## config.mk

```make
export PLATFORM = sky130hd
export DESIGN_NAME = wdog_two_stage
export DESIGN_NICKNAME = d
export VERILOG_FILES = /design/src/rtl/wdt_pkg.sv /design/src/rtl/wdt_prescaler.sv /design/src/rtl/wdt_countdown.sv /design/src/rtl/wdt_stage_flags.sv /design/src/rtl/wdog_two_stage.sv
export SDC_FILE = /design/constraint.sdc
export NUM_CORES = 1
export LEC_CHECK = 0
export BUFFER_PORTS_ARGS = -buffer_cell sky130_fd_sc_hd__buf_4
export CORE_UTILIZATION = 55
export CTS_CLUSTER_SIZE = 20
export DETAILED_ROUTE_END_ITERATION = 6
export GPL_ROUTABILITY_DRIVEN = 0
export PLACE_DENSITY = 0.74
export SYNTH_ARGS = -nofsm -noshare
export SYNTH_HDL_FRONTEND = slang
export SYNTH_SLANG_ARGS = --single-unit
```

## constraint.sdc

```tcl
create_clock -name clk_i -period 2.4 [get_ports clk_i]
set_input_delay 0.24 -clock clk_i [delete_from_list [all_inputs] [get_ports clk_i]]
set_output_delay 0.24 -clock clk_i [all_outputs]
set_load 0.01 [all_outputs]
```

## src/rtl/wdt_pkg.sv

```systemverilog
package wdt_pkg;
   localparam int unsigned BUS_W    = 16;
   localparam int unsigned MIN_INIT = 4;

   // register offsets
   localparam logic [7:0] OFF_RELOAD = 8'h00;
   localparam logic [7:0] OFF_STS_A  = 8'h04;
   localparam logic [7:0] OFF_STS_B  = 8'h06;
   localparam logic [7:0] OFF_CTRL   = 8'h08;
   localparam logic [7:0] OFF_INIT   = 8'h12;
   localparam logic [7:0] OFF_CFG    = 8'h20;
   localparam logic [7:0] OFF_IEN    = 8'h30;

   // field positions
   localparam int unsigned BIT_HALT     = 11;
   localparam int unsigned BIT_FIRST    = 3;
   localparam int unsigned BIT_SECOND   = 1;
   localparam int unsigned BIT_BOOT     = 2;
   localparam int unsigned BIT_NOREBOOT = 5;
   localparam int unsigned BIT_IEN      = 13;

   typedef struct packed {
      logic reload;
      logic sts_a;
      logic sts_b;
      logic ctrl;
      logic init;
      logic cfg;
      logic ien;
   } wdt_hit_t;
endpackage

```

## src/rtl/wdt_prescaler.sv

```systemverilog
module wdt_prescaler #(
   parameter int unsigned DIV = 75_000_000
) (
   input  logic clk_i,
   input  logic rst_ni,
   input  logic run_i,
   input  logic restart_i,
   output logic tick_o
);
   localparam int unsigned PW   = (DIV > 2) ? $clog2(DIV) : 1;
   localparam logic [PW-1:0] LAST = PW'(DIV - 1);

   logic [PW-1:0] pcnt;

   generate
      if ((DIV & (DIV - 1)) == 0) begin : g_pow2
         // natural wrap, no compare on the wrap path
         always_ff @(posedge clk_i) begin
            if (!rst_ni || restart_i || !run_i) pcnt <= '0;
            else                                pcnt <= pcnt + 1'b1;
         end
         assign tick_o = run_i && !restart_i && (&pcnt);
      end else begin : g_modulo
         always_ff @(posedge clk_i) begin
            if (!rst_ni || restart_i || !run_i) pcnt <= '0;
            else if (pcnt == LAST)              pcnt <= '0;
            else                                pcnt <= pcnt + 1'b1;
         end
         assign tick_o = run_i && !restart_i && (pcnt == LAST);
      end
   endgenerate
endmodule

```

## src/rtl/wdt_countdown.sv

```systemverilog
module wdt_countdown #(
   parameter int unsigned CNT_W    = 10,
   parameter int unsigned INIT_RST = 16
) (
   input  logic             clk_i,
   input  logic             rst_ni,
   input  logic             load_i,
   input  logic [CNT_W-1:0] load_val_i,
   input  logic             tick_i,
   output logic [CNT_W-1:0] count_o,
   output logic             expire_o
);
   logic at_zero;
   assign at_zero  = (count_o == '0);
   assign expire_o = tick_i && !load_i && at_zero;

   always_ff @(posedge clk_i) begin
      if (!rst_ni)         count_o <= CNT_W'(INIT_RST);
      else if (load_i)     count_o <= load_val_i;
      else if (tick_i) begin
         if (at_zero)      count_o <= load_val_i;
         else              count_o <= count_o - 1'b1;
      end
   end
endmodule

```

## src/rtl/wdt_stage_flags.sv

```systemverilog
module wdt_stage_flags (
   input  logic clk_i,
   input  logic rst_ni,
   input  logic expire_i,
   input  logic clr_first_i,
   input  logic clr_second_i,
   input  logic clr_boot_i,
   input  logic no_reboot_i,
   input  logic irq_en_i,
   output logic first_o,
   output logic second_o,
   output logic boot_o,
   output logic irq_o,
   output logic rst_req_o
);
   logic escalate;
   assign escalate = expire_i && first_o;

   always_ff @(posedge clk_i) begin
      if (!rst_ni) begin
         first_o  <= 1'b0;
         second_o <= 1'b0;
         boot_o   <= 1'b0;
      end else begin
         if (expire_i)          first_o  <= 1'b1;
         else if (clr_first_i)  first_o  <= 1'b0;

         if (escalate)          second_o <= 1'b1;
         else if (clr_second_i) second_o <= 1'b0;

         if (escalate && no_reboot_i) boot_o <= 1'b1;
         else if (clr_boot_i)         boot_o <= 1'b0;
      end
   end

   assign irq_o     = first_o && irq_en_i;
   assign rst_req_o = second_o && !no_reboot_i;
endmodule

```

## src/rtl/wdog_two_stage.sv

```systemverilog
module wdog_two_stage
   import wdt_pkg::*;
#(
   parameter int unsigned ADDR_W       = 8,
   parameter int unsigned CNT_W        = 10,
   parameter int unsigned PRESCALE     = 75_000_000,
   parameter int unsigned INIT_DEFAULT = 16
) (
   input  logic              clk_i,
   input  logic              rst_ni,
   input  logic              bus_sel_i,
   input  logic              bus_we_i,
   input  logic [ADDR_W-1:0] bus_addr_i,
   input  logic [15:0]       bus_wdata_i,
   output logic [15:0]       bus_rdata_o,
   output logic              irq_o,
   output logic              sys_rst_req_o
);
   generate
      if (PRESCALE < 2) begin : g_bad_div
         $error("PRESCALE must be at least 2");
      end
      if (CNT_W < 3 || CNT_W > BUS_W) begin : g_bad_w
         $error("CNT_W out of range");
      end
      if (INIT_DEFAULT < MIN_INIT || INIT_DEFAULT >= (1 << CNT_W)) begin : g_bad_init
         $error("INIT_DEFAULT must be legal");
      end
      if (ADDR_W < 6) begin : g_bad_addr
         $error("ADDR_W too narrow for the register offsets");
      end
   endgenerate

   // bus decode
   logic     wr, rd;
   wdt_hit_t hit;
   assign wr = bus_sel_i && bus_we_i;
   assign rd = bus_sel_i && !bus_we_i;

   always_comb begin
      hit        = '0;
      hit.reload = (bus_addr_i == ADDR_W'(OFF_RELOAD));
      hit.sts_a  = (bus_addr_i == ADDR_W'(OFF_STS_A));
      hit.sts_b  = (bus_addr_i == ADDR_W'(OFF_STS_B));
      hit.ctrl   = (bus_addr_i == ADDR_W'(OFF_CTRL));
      hit.init   = (bus_addr_i == ADDR_W'(OFF_INIT));
      hit.cfg    = (bus_addr_i == ADDR_W'(OFF_CFG));
      hit.ien    = (bus_addr_i == ADDR_W'(OFF_IEN));
   end

   // software-visible control state
   logic             halt_q, no_reboot_q, ien_q;
   logic [CNT_W-1:0] init_q;
   logic [CNT_W-1:0] init_wr;
   logic             init_legal;

   assign init_wr    = bus_wdata_i[CNT_W-1:0];
   assign init_legal = (init_wr >= CNT_W'(MIN_INIT));

   always_ff @(posedge clk_i) begin
      if (!rst_ni) begin
         halt_q      <= 1'b1;
         no_reboot_q <= 1'b1;
         ien_q       <= 1'b0;
         init_q      <= CNT_W'(INIT_DEFAULT);
      end else if (wr) begin
         if (hit.ctrl)               halt_q      <= bus_wdata_i[BIT_HALT];
         if (hit.cfg)                no_reboot_q <= bus_wdata_i[BIT_NOREBOOT];
         if (hit.ien)                ien_q       <= bus_wdata_i[BIT_IEN];
         if (hit.init && init_legal) init_q      <= init_wr;
      end
   end

   logic unused_wdata;
   assign unused_wdata = ^{bus_wdata_i[15:14], bus_wdata_i[12], bus_wdata_i[10],
                           bus_wdata_i[4], bus_wdata_i[0]};

   // datapath
   logic             reload_wr, tick, expire;
   logic [CNT_W-1:0] count;
   logic             sts_first, sts_second, sts_boot;
   logic             clr_first, clr_second, clr_boot;

   assign reload_wr  = wr && hit.reload;
   assign clr_first  = wr && hit.sts_a && bus_wdata_i[BIT_FIRST];
   assign clr_second = wr && hit.sts_b && bus_wdata_i[BIT_SECOND];
   assign clr_boot   = wr && hit.sts_b && bus_wdata_i[BIT_BOOT];

   wdt_prescaler #(.DIV(PRESCALE)) u_presc (
      .clk_i     (clk_i),
      .rst_ni    (rst_ni),
      .run_i     (!halt_q),
      .restart_i (reload_wr),
      .tick_o    (tick)
   );

   wdt_countdown #(.CNT_W(CNT_W), .INIT_RST(INIT_DEFAULT)) u_cnt (
      .clk_i      (clk_i),
      .rst_ni     (rst_ni),
      .load_i     (reload_wr),
      .load_val_i (init_q),
      .tick_i     (tick),
      .count_o    (count),
      .expire_o   (expire)
   );

   wdt_stage_flags u_flags (
      .clk_i        (clk_i),
      .rst_ni       (rst_ni),
      .expire_i     (expire),
      .clr_first_i  (clr_first),
      .clr_second_i (clr_second),
      .clr_boot_i   (clr_boot),
      .no_reboot_i  (no_reboot_q),
      .irq_en_i     (ien_q),
      .first_o      (sts_first),
      .second_o     (sts_second),
      .boot_o       (sts_boot),
      .irq_o        (irq_o),
      .rst_req_o    (sys_rst_req_o)
   );

   // read path
   logic [15:0] rd_mux;
   always_comb begin
      rd_mux = '0;
      unique case (1'b1)
         hit.reload: rd_mux[CNT_W-1:0]    = count;
         hit.init:   rd_mux[CNT_W-1:0]    = init_q;
         hit.ctrl:   rd_mux[BIT_HALT]     = halt_q;
         hit.sts_a:  rd_mux[BIT_FIRST]    = sts_first;
         hit.sts_b: begin
                     rd_mux[BIT_SECOND]   = sts_second;
                     rd_mux[BIT_BOOT]     = sts_boot;
         end
         hit.cfg:    rd_mux[BIT_NOREBOOT] = no_reboot_q;
         hit.ien:    rd_mux[BIT_IEN]      = ien_q;
         default:    rd_mux               = '0;
      endcase
   end

   always_ff @(posedge clk_i) begin
      if (!rst_ni)  bus_rdata_o <= '0;
      else if (rd)  bus_rdata_o <= rd_mux;
   end
endmodule

```

Word-level counts from Yosys, hierarchy flattened. Index checks and enable logic that the tools add are counted.

Bits in registers: 65. Latch bits: 0. Word-level logic and storage cells: 72. Output and inout port bits: 18. ROM bits: 0. Bits of input ports: 28. Memory bits (writable): 0. Memories: 0.

Shifts and indexed selects: 0. Equal/unequal tests: 7. Add/subtract/negate cells: 2. Div/mod/pow operators: 0. Multiply operators: 0. Reductions and logical operators: 35. Order comparisons: 1. Bitwise logic cells: 0. Multiplexer cells: 17.

Operator list (count): two-way mux 10 bit (3); adder 27 x 1 -> 27 bit, second input constant (1); equality test 27 bit, second input constant (1); logical AND 1 bit (17); equality test 8 x 3 -> 1 bit, second input constant (2); equality test 8 x 6 -> 1 bit, second input constant (2); greater-or-equal comparator 10 x 3 -> 1 bit, second input constant (1); logical NOT 10 bit (1); subtractor 10 x 1 -> 10 bit, second input constant (1); equality test 8 x 4 -> 1 bit, second input constant (1); equality test 8 x 5 -> 1 bit, second input constant (1); logical NOT 8 bit (1); two-way mux 1 bit (8); one-hot mux 4 bit (2 select lines) (1); AND reduction 2 bit (4); nonzero test 2 bit (4); one-hot mux 1 bit (3 select lines) (2); one-hot mux 2 bit (3 select lines) (1); logical NOT 1 bit (5); one-hot mux 1 bit (2 select lines) (2); logical OR 1 bit (2); OR reduction 2 bit (1).

Depth between registers and ports, before layout. Gate-level depths: netlist (run 1).

Word-level depth: 10. Gate-level depth with buffers: 8. Depth with buffers taken out: 7.

Hierarchy. Synthesis (run 1) repeated with hierarchy kept, for this count alone.

Cells, all modules: 409. Area, all modules: 3418.3 sq um.

By module, submodules not included: wdt_prescaler (instances 1, sequential area each 540.5 sq um, area each 1300.0 sq um, cells each 150); wdog_two_stage (instances 1, sequential area each 500.5 sq um, area each 1296.2 sq um, cells each 159); wdt_countdown (instances 1, sequential area each 200.2 sq um, area each 700.7 sq um, cells each 87); wdt_stage_flags (instances 1, sequential area each 60.1 sq um, area each 121.4 sq um, cells each 13).

Least setup slack after synthesis (run 1). OpenSTA, ideal clock, no wires.

Kind: register -> register. Start: reg u_cnt.count_o[5]. End: reg u_cnt.count_o[9]. Clock period less this slack: 1993 ps. Stages on the path, launching flop included: 8. Data required time: 2312 ps. Arrival time: 1905 ps. Setup slack: 407 ps. Setup time: 88 ps. Path buffers: 2. Cell sequence: dfxtp_1 -> buf_6 -> or4_4 -> nor4_4 -> or2_1 -> buf_4 -> a32oi_1 -> o32ai_2.

Longest elaborated chain between the ends: 4. Elaborated cells on any way between the ends: 5. Those cells by class: 1 x add/sub; 3 x mux; 1 x reduce/logical.

RTL lines: start, declared (RTL line wdt_countdown.sv:10) `output logic [CNT_W-1:0] count_o,`; start signal, assigned (RTL line wdt_countdown.sv:18) `if (!rst_ni) count_o <= CNT_W'(INIT_RST);`; start signal, assigned (RTL line wdt_countdown.sv:19) `else if (load_i) count_o <= load_val_i;`; start signal, assigned (RTL line wdt_countdown.sv:21) `if (at_zero) count_o <= load_val_i;`; subtractor 10 x 1 -> 10 bit / logical NOT 10 bit (equally long branches) (RTL line wdt_countdown.sv:22, wdt_countdown.sv:14); two-way mux 10 bit (*) (RTL line wdt_countdown.sv:21); two-way mux 10 bit (*) (RTL line wdt_countdown.sv:20) `else if (tick_i) begin`; two-way mux 10 bit (*) (RTL line wdt_countdown.sv:19).

Mark *: on every way between the ends. The rest lies on a longest branch, timed or not. The select of a mux whose other input is x is not followed. A chain may end at the register's enable or synchronous reset.

Final worst setup path (run 1).
Start: reg u_presc.pcnt[16]. End: reg u_cnt.count_o[0].

Longest elaborated chain between the ends: 3.

RTL lines: start, declared (RTL line wdt_prescaler.sv:13) `logic [PW-1:0] pcnt;`; start signal, assigned (RTL line wdt_prescaler.sv:27) `else pcnt <= pcnt + 1'b1;`; equality test 27 bit (RTL line wdt_prescaler.sv:29) `assign tick_o = run_i && !restart_i && (pcnt == LAST);`; logical AND 1 bit (RTL line wdt_prescaler.sv:29); nonzero test 2 bit (no source line).

Every way passes these cells.

==> qor.csv, run 1 <==
metric;value;unit
share of cells above drive strength 1;0.180;
Detail Route Antenna Nets;0;
Syn Area/Cell;8.36;sq um
via count;2892;
Initial Utilization;0.574;
clk slew on worst S/H paths;0.07;ns
Rows;27;
first-pass GRT wire length;12.4;mm
Slew HR;0.661;
die area;6050;sq um
WHS;0.127;ns
initial antenna violation count;0;
RR Endpoint;u_cnt.count_o[0];
Worst Path Arrival;2.45;ns
Die X;77.8;um
cell family with most CP delay;simple AND/OR/NAND/NOR gates;
fin crit share;0.907;
Max Cap Viol;0;
Critical-path top delay cell;or4_1;
Core Util, Final;0.680;
total iterations of the first detailed-routing run;4;
total CTS buffers;9;
area grow syn2layout;18.5;%
total grt overflow;0;
Fill cells;471;
number of enable flip-flop cells after synthesis;0;
Endpoint, Worst Hold;init_q[0];
DRC;0;
routed wire length;7.36;mm
top_reg_cell synth;dfxtp_1;
ys async rst share;0;
Pleak;0.00140;uW
largest net degree at the start of global routing;28;
dominant cell type by area after synthesis;dfxtp_1;
Tmin final;2.18;ns
sequential share of the synthesized area;0.412;
synth unique cells;50;
Core ar.;5510;sq um
commonest non-fill, non-tap cells in the layout;dfxtp_1 (65), buf_4 (51), nor2_1 (42);
hold depth;3;
worst hold start;bus_wdata_i[0];
R2R depth;5;
CTS tree;done;
RR Startpoint;u_presc.pcnt[16];
# IOs;46;
Final setup viols;0;
clock sink count;65;
outcome;finished, final reports clean;
Critical Path RT;2.67;ns
post-cts sizing count;0;
hold crit path type;primary input to flip-flop;
Fin Setup TNS;0;ns
Hold Buf Count CTS;0;
Nets;454;
Worst Setup End Kind;flip-flop;
CP Launch Type;flip-flop;
Worst VDD drop;0.387;mV
Root Driver;clkbuf_8;
Post-Synthesis Cell Area;3160;sq um
clock latency on the worst-skew pair;0.34;ns
power per cell area;565;nW/um^2
Syn Inst Count;378;
Fin. Hold Viols;0;
H-tree level count;3;
Total GRT Usage;0.260;
top cells by area, synth;dfxtp_1 (41%), nor2_1 (5.0%), xor2_1 (5.0%);
port buffer count;37;
maximum clock rate;460;MHz
vias in the first global route;2684;
# diodes;0;
Clock Path Buffers;2;
Worst Max-Slew Pin Slew;0.502;ns
Layout Cells excl Fill;500;
worst setup path startpoint;u_presc.pcnt[16];
r2r setup slk;0.22;ns
dpl hpwl;5.13;mm
Post-CTS Setup Bufs;0;
Yosys reg bits;65;
commonest non-fill, non-tap cell in the layout;dfxtp_1;
CP cell instances;or4_1 > nor4_4 > a41oi_4 > or3_1 > a31oi_1;
die height;77.8;um
Synth warnings;0;
CP Buf/Inv Count;0;
share of the synthesized area in the top cell type;0.412;
RSZ-0062 raised after global routing;no;
post-DR wirelength/cell;14.7;um
largest fanout on the critical path;10;
final slew viol count;0;
Placed Cells;484;
drt initial violations;117;
Crit Path Class;flip-flop to flip-flop;
slowest stage delay, CP;0.59;ns
DR vias/cell;5.78;
Final Skew;0.00699;ns
## flip-flops by register name (all words and copies together), names as in the netlist
name and count:
u_presc.pcnt 27, bus_rdata_o 12, init_q 10, u_cnt.count_o 10
halt_q 1, ien_q 1, no_reboot_q 1, u_flags.boot_o 1
u_flags.first_o 1, u_flags.second_o 1
## report_power, final
part	total [uW]	internal, uW	switching (uW)
clock	911	506	405
combinational	114	52.3	61.3
sequential	1090	1090	4.93
## tightest hold or removal path: cells and delay by family
kind,cells,cell delay [ns]
buffers and inverters,1,0.08
and+or+nand+nor,1,0.07
muxes,1,0.05
## cell families after synthesis
| family | synth area share |
|---|---|
| other | 0.00119 |
| muxes | 0.0158 |
| buffers and inverters | 0.0459 |
| xor gates and xnor gates | 0.0693 |
| DFF | 0.412 |
| AOI/OAI and AO/OA | 0.125 |
| adders and majority gates | 0.0119 |
| and+or+nand+nor | 0.319 |
## cell usage after synthesis, types with 7 or more instances
| cell type | n |
|---|---|
| dfxtp_1 | 65 |
| xnor2_1 | 7 |
| nor4_1 | 10 |
| xor2_1 | 18 |
| nand2_1 | 39 |
| nor2_1 | 42 |
| nand3_1 | 29 |
| nor3_1 | 18 |
| a21oi_1 | 30 |
| and3_1 | 7 |
| clkbuf_1 | 9 |
| nand4_1 | 8 |
| inv_1 | 7 |
## stage by stage
stage	worst slack, ns	total power, uW	area [sq um]
6_report	0.224	2120	3740
5_1_grt	0.108	2190	3740
4_1_cts	0.213	2130	3740
3_5_place_dp	0.228	1230	3560
3_3_place_gp	0.264	1230	3560
2_1_floorplan	0.407	1170	3170
## final cells by class
type	count	area, sq um	share of cell area
tap	72	90.1	0.0241
clock inverter	3	40.0	0.0107
timing repair buffer	52	403	0.108
clock buffer	13	149	0.0398
multi-input combinational	287	1730	0.462
inverter	8	30.0	0.00802
sequential	65	1300	0.347
## worst max path at each step
stage | endpoint | slack, ns | cells after the start
final | u_cnt.count_o[0] | 0.22 | 5
after global routing | u_cnt.count_o[2] | 0.11 | 5
after CTS | u_cnt.count_o[0] | 0.21 | 5
after detailed placement | u_cnt.count_o[4] | 0.23 | 6
after global placement | u_cnt.count_o[6] | 0.26 | 5
after floorplan | u_cnt.count_o[9] | 0.41 | 7
## metal layers
| layer | vias to the layer above | track usage | wire length, um |
|---|---|---|---|
| met1 | 1359 | 0.309 | 3200 |
| met3 | 9 | 0.0729 | 380 |
| met2 | 85 | 0.442 | 3690 |
| met4 | 0 | 0.102 | 91 |
| li1 | 1439 | - | - |
| met5 | - | 0 | 0 |
(Power assumes the default switching activity.)
==> inputs of run 2 (changes only) <==
--- a/config.mk
+++ b/config.mk
@@ -6,6 +6,7 @@
 export NUM_CORES = 1
 export LEC_CHECK = 0
 export BUFFER_PORTS_ARGS = -buffer_cell sky130_fd_sc_hd__buf_4
+export CORE_MARGIN = 3
 export CORE_UTILIZATION = 55
 export CTS_CLUSTER_SIZE = 20
 export DETAILED_ROUTE_END_ITERATION = 6
==> qor.csv, run 2 (synthesis results as in run 1) <==
metric;value;unit;change
initial antenna violation count;0;;unchanged
hold crit path type;primary input to flip-flop;;unchanged
Root Driver;clkbuf_8;;unchanged
Hold Buf Count CTS;0;;unchanged
Post-CTS Setup Bufs;0;;unchanged
worst setup margin;0.152;ns;was 0.224 ns
largest register by flop count;u_presc.pcnt;;unchanged
first-pass GRT wire length;12.0;mm;was 12.4 mm
H-tree level count;3;;unchanged
pre-CTS setup slack;0.170;ns;was 0.228 ns
Worst Setup End Kind;flip-flop;;unchanged
share of cells above drive strength 1;0.179;;was 0.180
largest net degree at the start of global routing;28;;unchanged
Final Skew;0.00777;ns;was 0.00699 ns
fin crit share;0.937;;was 0.907
largest fanout on the critical path;12;;was 10
Worst VDD drop;0.360;mV;was 0.387 mV
Clock Path Buffers;2;;unchanged
RSZ-0062 raised after global routing;no;;unchanged
Logic pwr share;0.054;;about the same
WHS;0.140;ns;was 0.127 ns
max reg flops;27;;unchanged
Rows;26;;was 27
commonest non-fill, non-tap cell in the layout;dfxtp_1;;unchanged
final slew viol count;0;;unchanged
total CTS buffers;9;;unchanged
DRC;0;;unchanged
port buffer count;37;;unchanged
Critical Path RT;2.66;ns;was 2.67 ns
Final setup viols;0;;unchanged
slowest stage delay, CP;0.59;ns;about the same
Tmin final;2.25;ns;was 2.18 ns
CP Launch Type;flip-flop;;unchanged
outcome;finished, final reports clean;;unchanged
Core ar.;5340;sq um;was 5510 sq um
clock share of power;0.432;;was 0.430
vias in the first global route;2648;;was 2,684
drt initial violations;114;;was 117
# IOs;46;;unchanged
DR vias/cell;5.82;;was 5.78
clk slew on worst S/H paths;0.07;ns;about the same
Total GRT Usage;0.232;;was 0.260
dpl hpwl;5.24;mm;was 5.13 mm
Detail Route Antenna Nets;0;;unchanged
die area;6690;sq um;was 6050 sq um
switch share;0.228;;was 0.223
Slew HR;0.650;;was 0.661
CTS tree;done;;unchanged
routed wire length;7.32;mm;was 7.36 mm
post-DR wirelength/cell;14.8;um;was 14.7 um
power per cell area;570;nW/um^2;was 565 nW/um^2
Critical-path top delay cell;or4_1;;unchanged
Die X;81.8;um;was 77.8 um
CP Buf/Inv Count;0;;unchanged
Internal;1640;uW;was 1650 uW
biggest regs;u_presc.pcnt x27, bus_rdata_o x12;;unchanged
die height;81.8;um;was 77.8 um
Initial Utilization;0.592;;was 0.574
Reg power frac;0.514;;was 0.516
Max Cap Viol;0;;unchanged
total grt overflow;0;;unchanged
Fin Setup TNS;0;ns;unchanged
Worst Max-Slew Pin Slew;0.525;ns;was 0.502 ns
Fill cells;443;;was 471
cell family with most CP delay;simple AND/OR/NAND/NOR gates;;unchanged
Pleak;0.00138;uW;was 0.00140 uW
Worst Path Arrival;2.51;ns;was 2.45 ns
Nets;451;;was 454
area grow syn2layout;17.9;%;was 18.5%
total iterations of the first detailed-routing run;5;;was 4
P_sw;483;uW;was 471 uW
# diodes;0;;unchanged
via count;2874;;was 2,892
commonest non-fill, non-tap cells in the layout;dfxtp_1 (65), buf_4 (48), nor2_1 (42);;was dfxtp_1 (65), buf_4 (51), nor2_1 (42)
post-cts sizing count;0;;unchanged
clock sink count;65;;unchanged
CP cell instances;or4_1 > nor4_4 > a41oi_4 > nand2b_1 > o22ai_1;;was or4_1 > nor4_4 > a41oi_4 > or3_1 > a31oi_1
clock latency on the worst-skew pair;0.34;ns;about the same
Crit Path Class;flip-flop to flip-flop;;unchanged
maximum clock rate;445;MHz;was 460 MHz
Fin. Hold Viols;0;;unchanged
run 2: cell count changes in the layout (fill, tap and decap cells not counted):
| cell | delta |
|---|---|
| clkinvlp_4 | +1 |
| clkinv_4 | +1 |
| buf_4 | -3 |
| clkbuf_1 | -3 |
run 2: final cells by class:
| class | count | area, sq um | area share |
|---|---|---|---|
| Multi-Input combinational cell | 287 | 1730 | 0.465 |
| Clock buffer | 10 | 138 | 0.0369 |
| Inverter | 8 | 30.0 | 0.00806 |
| Timing Repair Buffer | 49 | 380 | 0.102 |
| Sequential cell | 65 | 1300 | 0.349 |
| Tap cell | 70 | 87.6 | 0.0235 |
| Clock inverter | 5 | 56.3 | 0.0151 |
run 2: power groups by stage:
stage	clock network, uW	registers (uW)	logic [uW]
2_1_floorplan	0	1120	52.2
3_3_place_gp	0	1120	113
3_5_place_dp	0	1120	114
4_1_cts	939	1090	114
5_1_grt	982	1090	125
6_report	916	1090	115
run 2: final timing paths:
check | start | end | slack, ns | cells past startpoint
max reg2reg | u_presc.pcnt[16] | u_cnt.count_o[8] | 0.15 | 5
max | u_presc.pcnt[16] | u_cnt.count_o[8] | 0.15 | 5
min reg2reg | bus_rdata_o[11] | bus_rdata_o[11] | 0.46 | 2
min | bus_wdata_i[4] | init_q[4] | 0.14 | 3
run 2: through the flow:
| stage | total power [uW] | cell area, sq um | util | instances |
|---|---|---|---|---|
| 3_3_place_gp | 1230 | 3530 | 0.662 | 479 |
| 2_1_floorplan | 1170 | 3170 | - | 381 |
| 4_1_cts | 2140 | 3720 | 0.698 | 494 |
| 3_5_place_dp | 1230 | 3530 | 0.662 | 479 |
| 5_1_grt | 2200 | 3720 | 0.698 | 494 |
| 6_report | 2120 | 3720 | 0.698 | 494 |
run 2: routing by layer:
metal	track usage	wire [um]	vias to the layer above
met1	0.284	3130	1347
li1	-	-	1432
met3	0.0526	423	12
met4	0.103	119	0
met2	0.389	3650	83
met5	0	0	-
run 2: worst register-to-register path: cells and delay by family (launching register included):
| family | cells | cell delay (ns) |
|---|---|---|
| AND/OR/NAND/NOR | 3 | 1.32 |
| AO/OA/AOI/OAI | 2 | 0.50 |
| flip-flops | 1 | 0.35 |
==> inputs of run 3 (changes only) <==
--- a/config.mk
+++ b/config.mk
@@ -5,13 +5,13 @@
 export SDC_FILE = /design/constraint.sdc
 export NUM_CORES = 1
 export LEC_CHECK = 0
-export BUFFER_PORTS_ARGS = -buffer_cell sky130_fd_sc_hd__buf_4
 export CORE_MARGIN = 3
 export CORE_UTILIZATION = 55
 export CTS_CLUSTER_SIZE = 20
 export DETAILED_ROUTE_END_ITERATION = 6
+export DONT_BUFFER_PORTS = 1
 export GPL_ROUTABILITY_DRIVEN = 0
-export PLACE_DENSITY = 0.74
+export PLACE_DENSITY = 0.67
 export SYNTH_ARGS = -nofsm -noshare
 export SYNTH_HDL_FRONTEND = slang
 export SYNTH_SLANG_ARGS = --single-unit
==> qor.csv, run 3 (synthesis results as in run 1) <==
metric;value;unit;change
clock latency on the worst-skew pair;0.33;ns;was 0.34 ns
Layout Cells excl Fill;454;;was 494
via count;2733;;was 2,874
routed wire length;7.01;mm;was 7.32 mm
hold crit path type;primary input to flip-flop;;unchanged
post-cts sizing count;0;;unchanged
Initial Utilization;0.592;;unchanged
power per cell area;575;nW/um^2;was 570 nW/um^2
Slew HR;0.524;;was 0.650
port buffer count;0;;was 37
CP Launch Type;flip-flop;;unchanged
Worst Setup End Kind;flip-flop;;unchanged
largest register by flop count;u_presc.pcnt;;unchanged
Fill cells;486;;was 443
Worst Path Arrival;2.36;ns;was 2.51 ns
area grow syn2layout;8.12;%;was 17.9%
post-DR wirelength/cell;15.4;um;was 14.8 um
largest net degree at the start of global routing;26;;was 28
outcome;finished, final reports clean;;unchanged
drt initial violations;113;;was 114
Total GRT Usage;0.226;;was 0.232
Critical Path RT;2.64;ns;was 2.66 ns
Nets;413;;was 451
pre-CTS setup slack;0.274;ns;was 0.170 ns
total iterations of the first detailed-routing run;6;;was 5
H-tree level count;3;;unchanged
Crit Path Class;flip-flop to flip-flop;;unchanged
DRC;0;;unchanged
Final setup viols;0;;unchanged
Worst VDD drop;0.369;mV;was 0.360 mV
# diodes;0;;unchanged
Final Skew;0.00646;ns;was 0.00777 ns
Core ar.;5340;sq um;unchanged
CTS tree;done;;unchanged
DR vias/cell;6.02;;was 5.82
largest fanout on the critical path;7;;was 12
Detail Route Antenna Nets;0;;unchanged
Die X;81.8;um;unchanged
Tmin final;2.12;ns;was 2.25 ns
die height;81.8;um;unchanged
commonest non-fill, non-tap cell in the layout;dfxtp_1;;unchanged
Clock Path Buffers;2;;unchanged
share of cells above drive strength 1;0.0885;;was 0.179
maximum clock rate;471;MHz;was 445 MHz
die area;6690;sq um;unchanged
Rows;26;;unchanged
dpl hpwl;4.83;mm;was 5.24 mm
final slew viol count;0;;unchanged
r2r setup slk;0.28;ns;was 0.15 ns
Worst Max-Slew Pin Slew;0.710;ns;was 0.525 ns
clk slew on worst S/H paths;0.06;ns;was 0.07 ns
clock sink count;65;;unchanged
vias in the first global route;2489;;was 2,648
max reg flops;27;;unchanged
first-pass GRT wire length;11.6;mm;was 12.0 mm
Pleak;0.00118;uW;was 0.00138 uW
Fin. Hold Viols;0;;unchanged
worst setup margin;0.276;ns;was 0.152 ns
fin crit share;0.885;;was 0.937
Fin Setup TNS;0;ns;unchanged
Max Cap Viol;0;;unchanged
total CTS buffers;9;;unchanged
commonest non-fill, non-tap cells in the layout;dfxtp_1 (65), nor2_1 (42), nand2_1 (39);;was dfxtp_1 (65), buf_4 (48), nor2_1 (42)
RSZ-0062 raised after global routing;no;;unchanged
# IOs;46;;unchanged
biggest regs;u_presc.pcnt x27, bus_rdata_o x12;;unchanged
Placed Cells;440;;was 479
total grt overflow;0;;unchanged
initial antenna violation count;0;;unchanged
Root Driver;clkbuf_8;;unchanged
run 3: worst max-delay path, cell delays in order (launching register included):
cell and delay, ns:
dfxtp_1 0.35, or4_1 0.59, nor4_4 0.34, a41oi_4 0.22, or3_1 0.38, a31oi_1 0.15
run 3: where the power goes:
group	leakage [uW]	internal [uW]	switching (uW)
Combinational	0.000568	18.0	38.3
Sequential	0.000525	1090	9.57
Clock	0.0000875	443	367
run 3: path summary, 6_finish.rpt:
check	end	start	depth (start not counted)
worst max register to register	u_cnt.count_o[0]	u_presc.pcnt[16]	5
worst max-delay path	u_cnt.count_o[0]	u_presc.pcnt[16]	5
worst min-delay path	no_reboot_q	bus_wdata_i[5]	2
worst min register to register	u_presc.pcnt[0]	u_presc.pcnt[0]	1
run 3: area by class of cell:
cell class                      count  area, sq um  area share
Multi-Input combinational cell    287         1730       0.507
Sequential cell                    65         1300       0.381
Clock buffer                       13          169      0.0494
Timing Repair Buffer               11         97.6      0.0286
Tap cell                           70         87.6      0.0256
Inverter                            8         30.0     0.00879
run 3: stage by stage:
stage / hold slack (ns) / instance area [sq um] / utilization / total power (uW)
detailed placement: 0.313 / 3240 / 0.607 / 1170
global route: 0.0237 / 3420 / 0.640 / 2050
finish: 0.0441 / 3420 / 0.640 / 1960
CTS: 0.0248 / 3420 / 0.640 / 1990
global placement: 0.307 / 3240 / 0.607 / 1170
floorplan: 0.368 / 3170 / - / 1170
run 3: layer usage:
layer,GRT usage,vias to the layer above,part of all wire,wire (um)
li1,-,1356,-,-
met1,0.298,1267,0.45,3180
met2,0.343,97,0.46,3210
met3,0.0702,13,0.072,503
met4,0.0947,0,0.017,119
met5,0,-,0,0
run 3: what timing repair did:
action                                 CTS  global route
hold buffers                             1             0
buffers inserted                         0             0
endpoints found under the hold margin    4             0
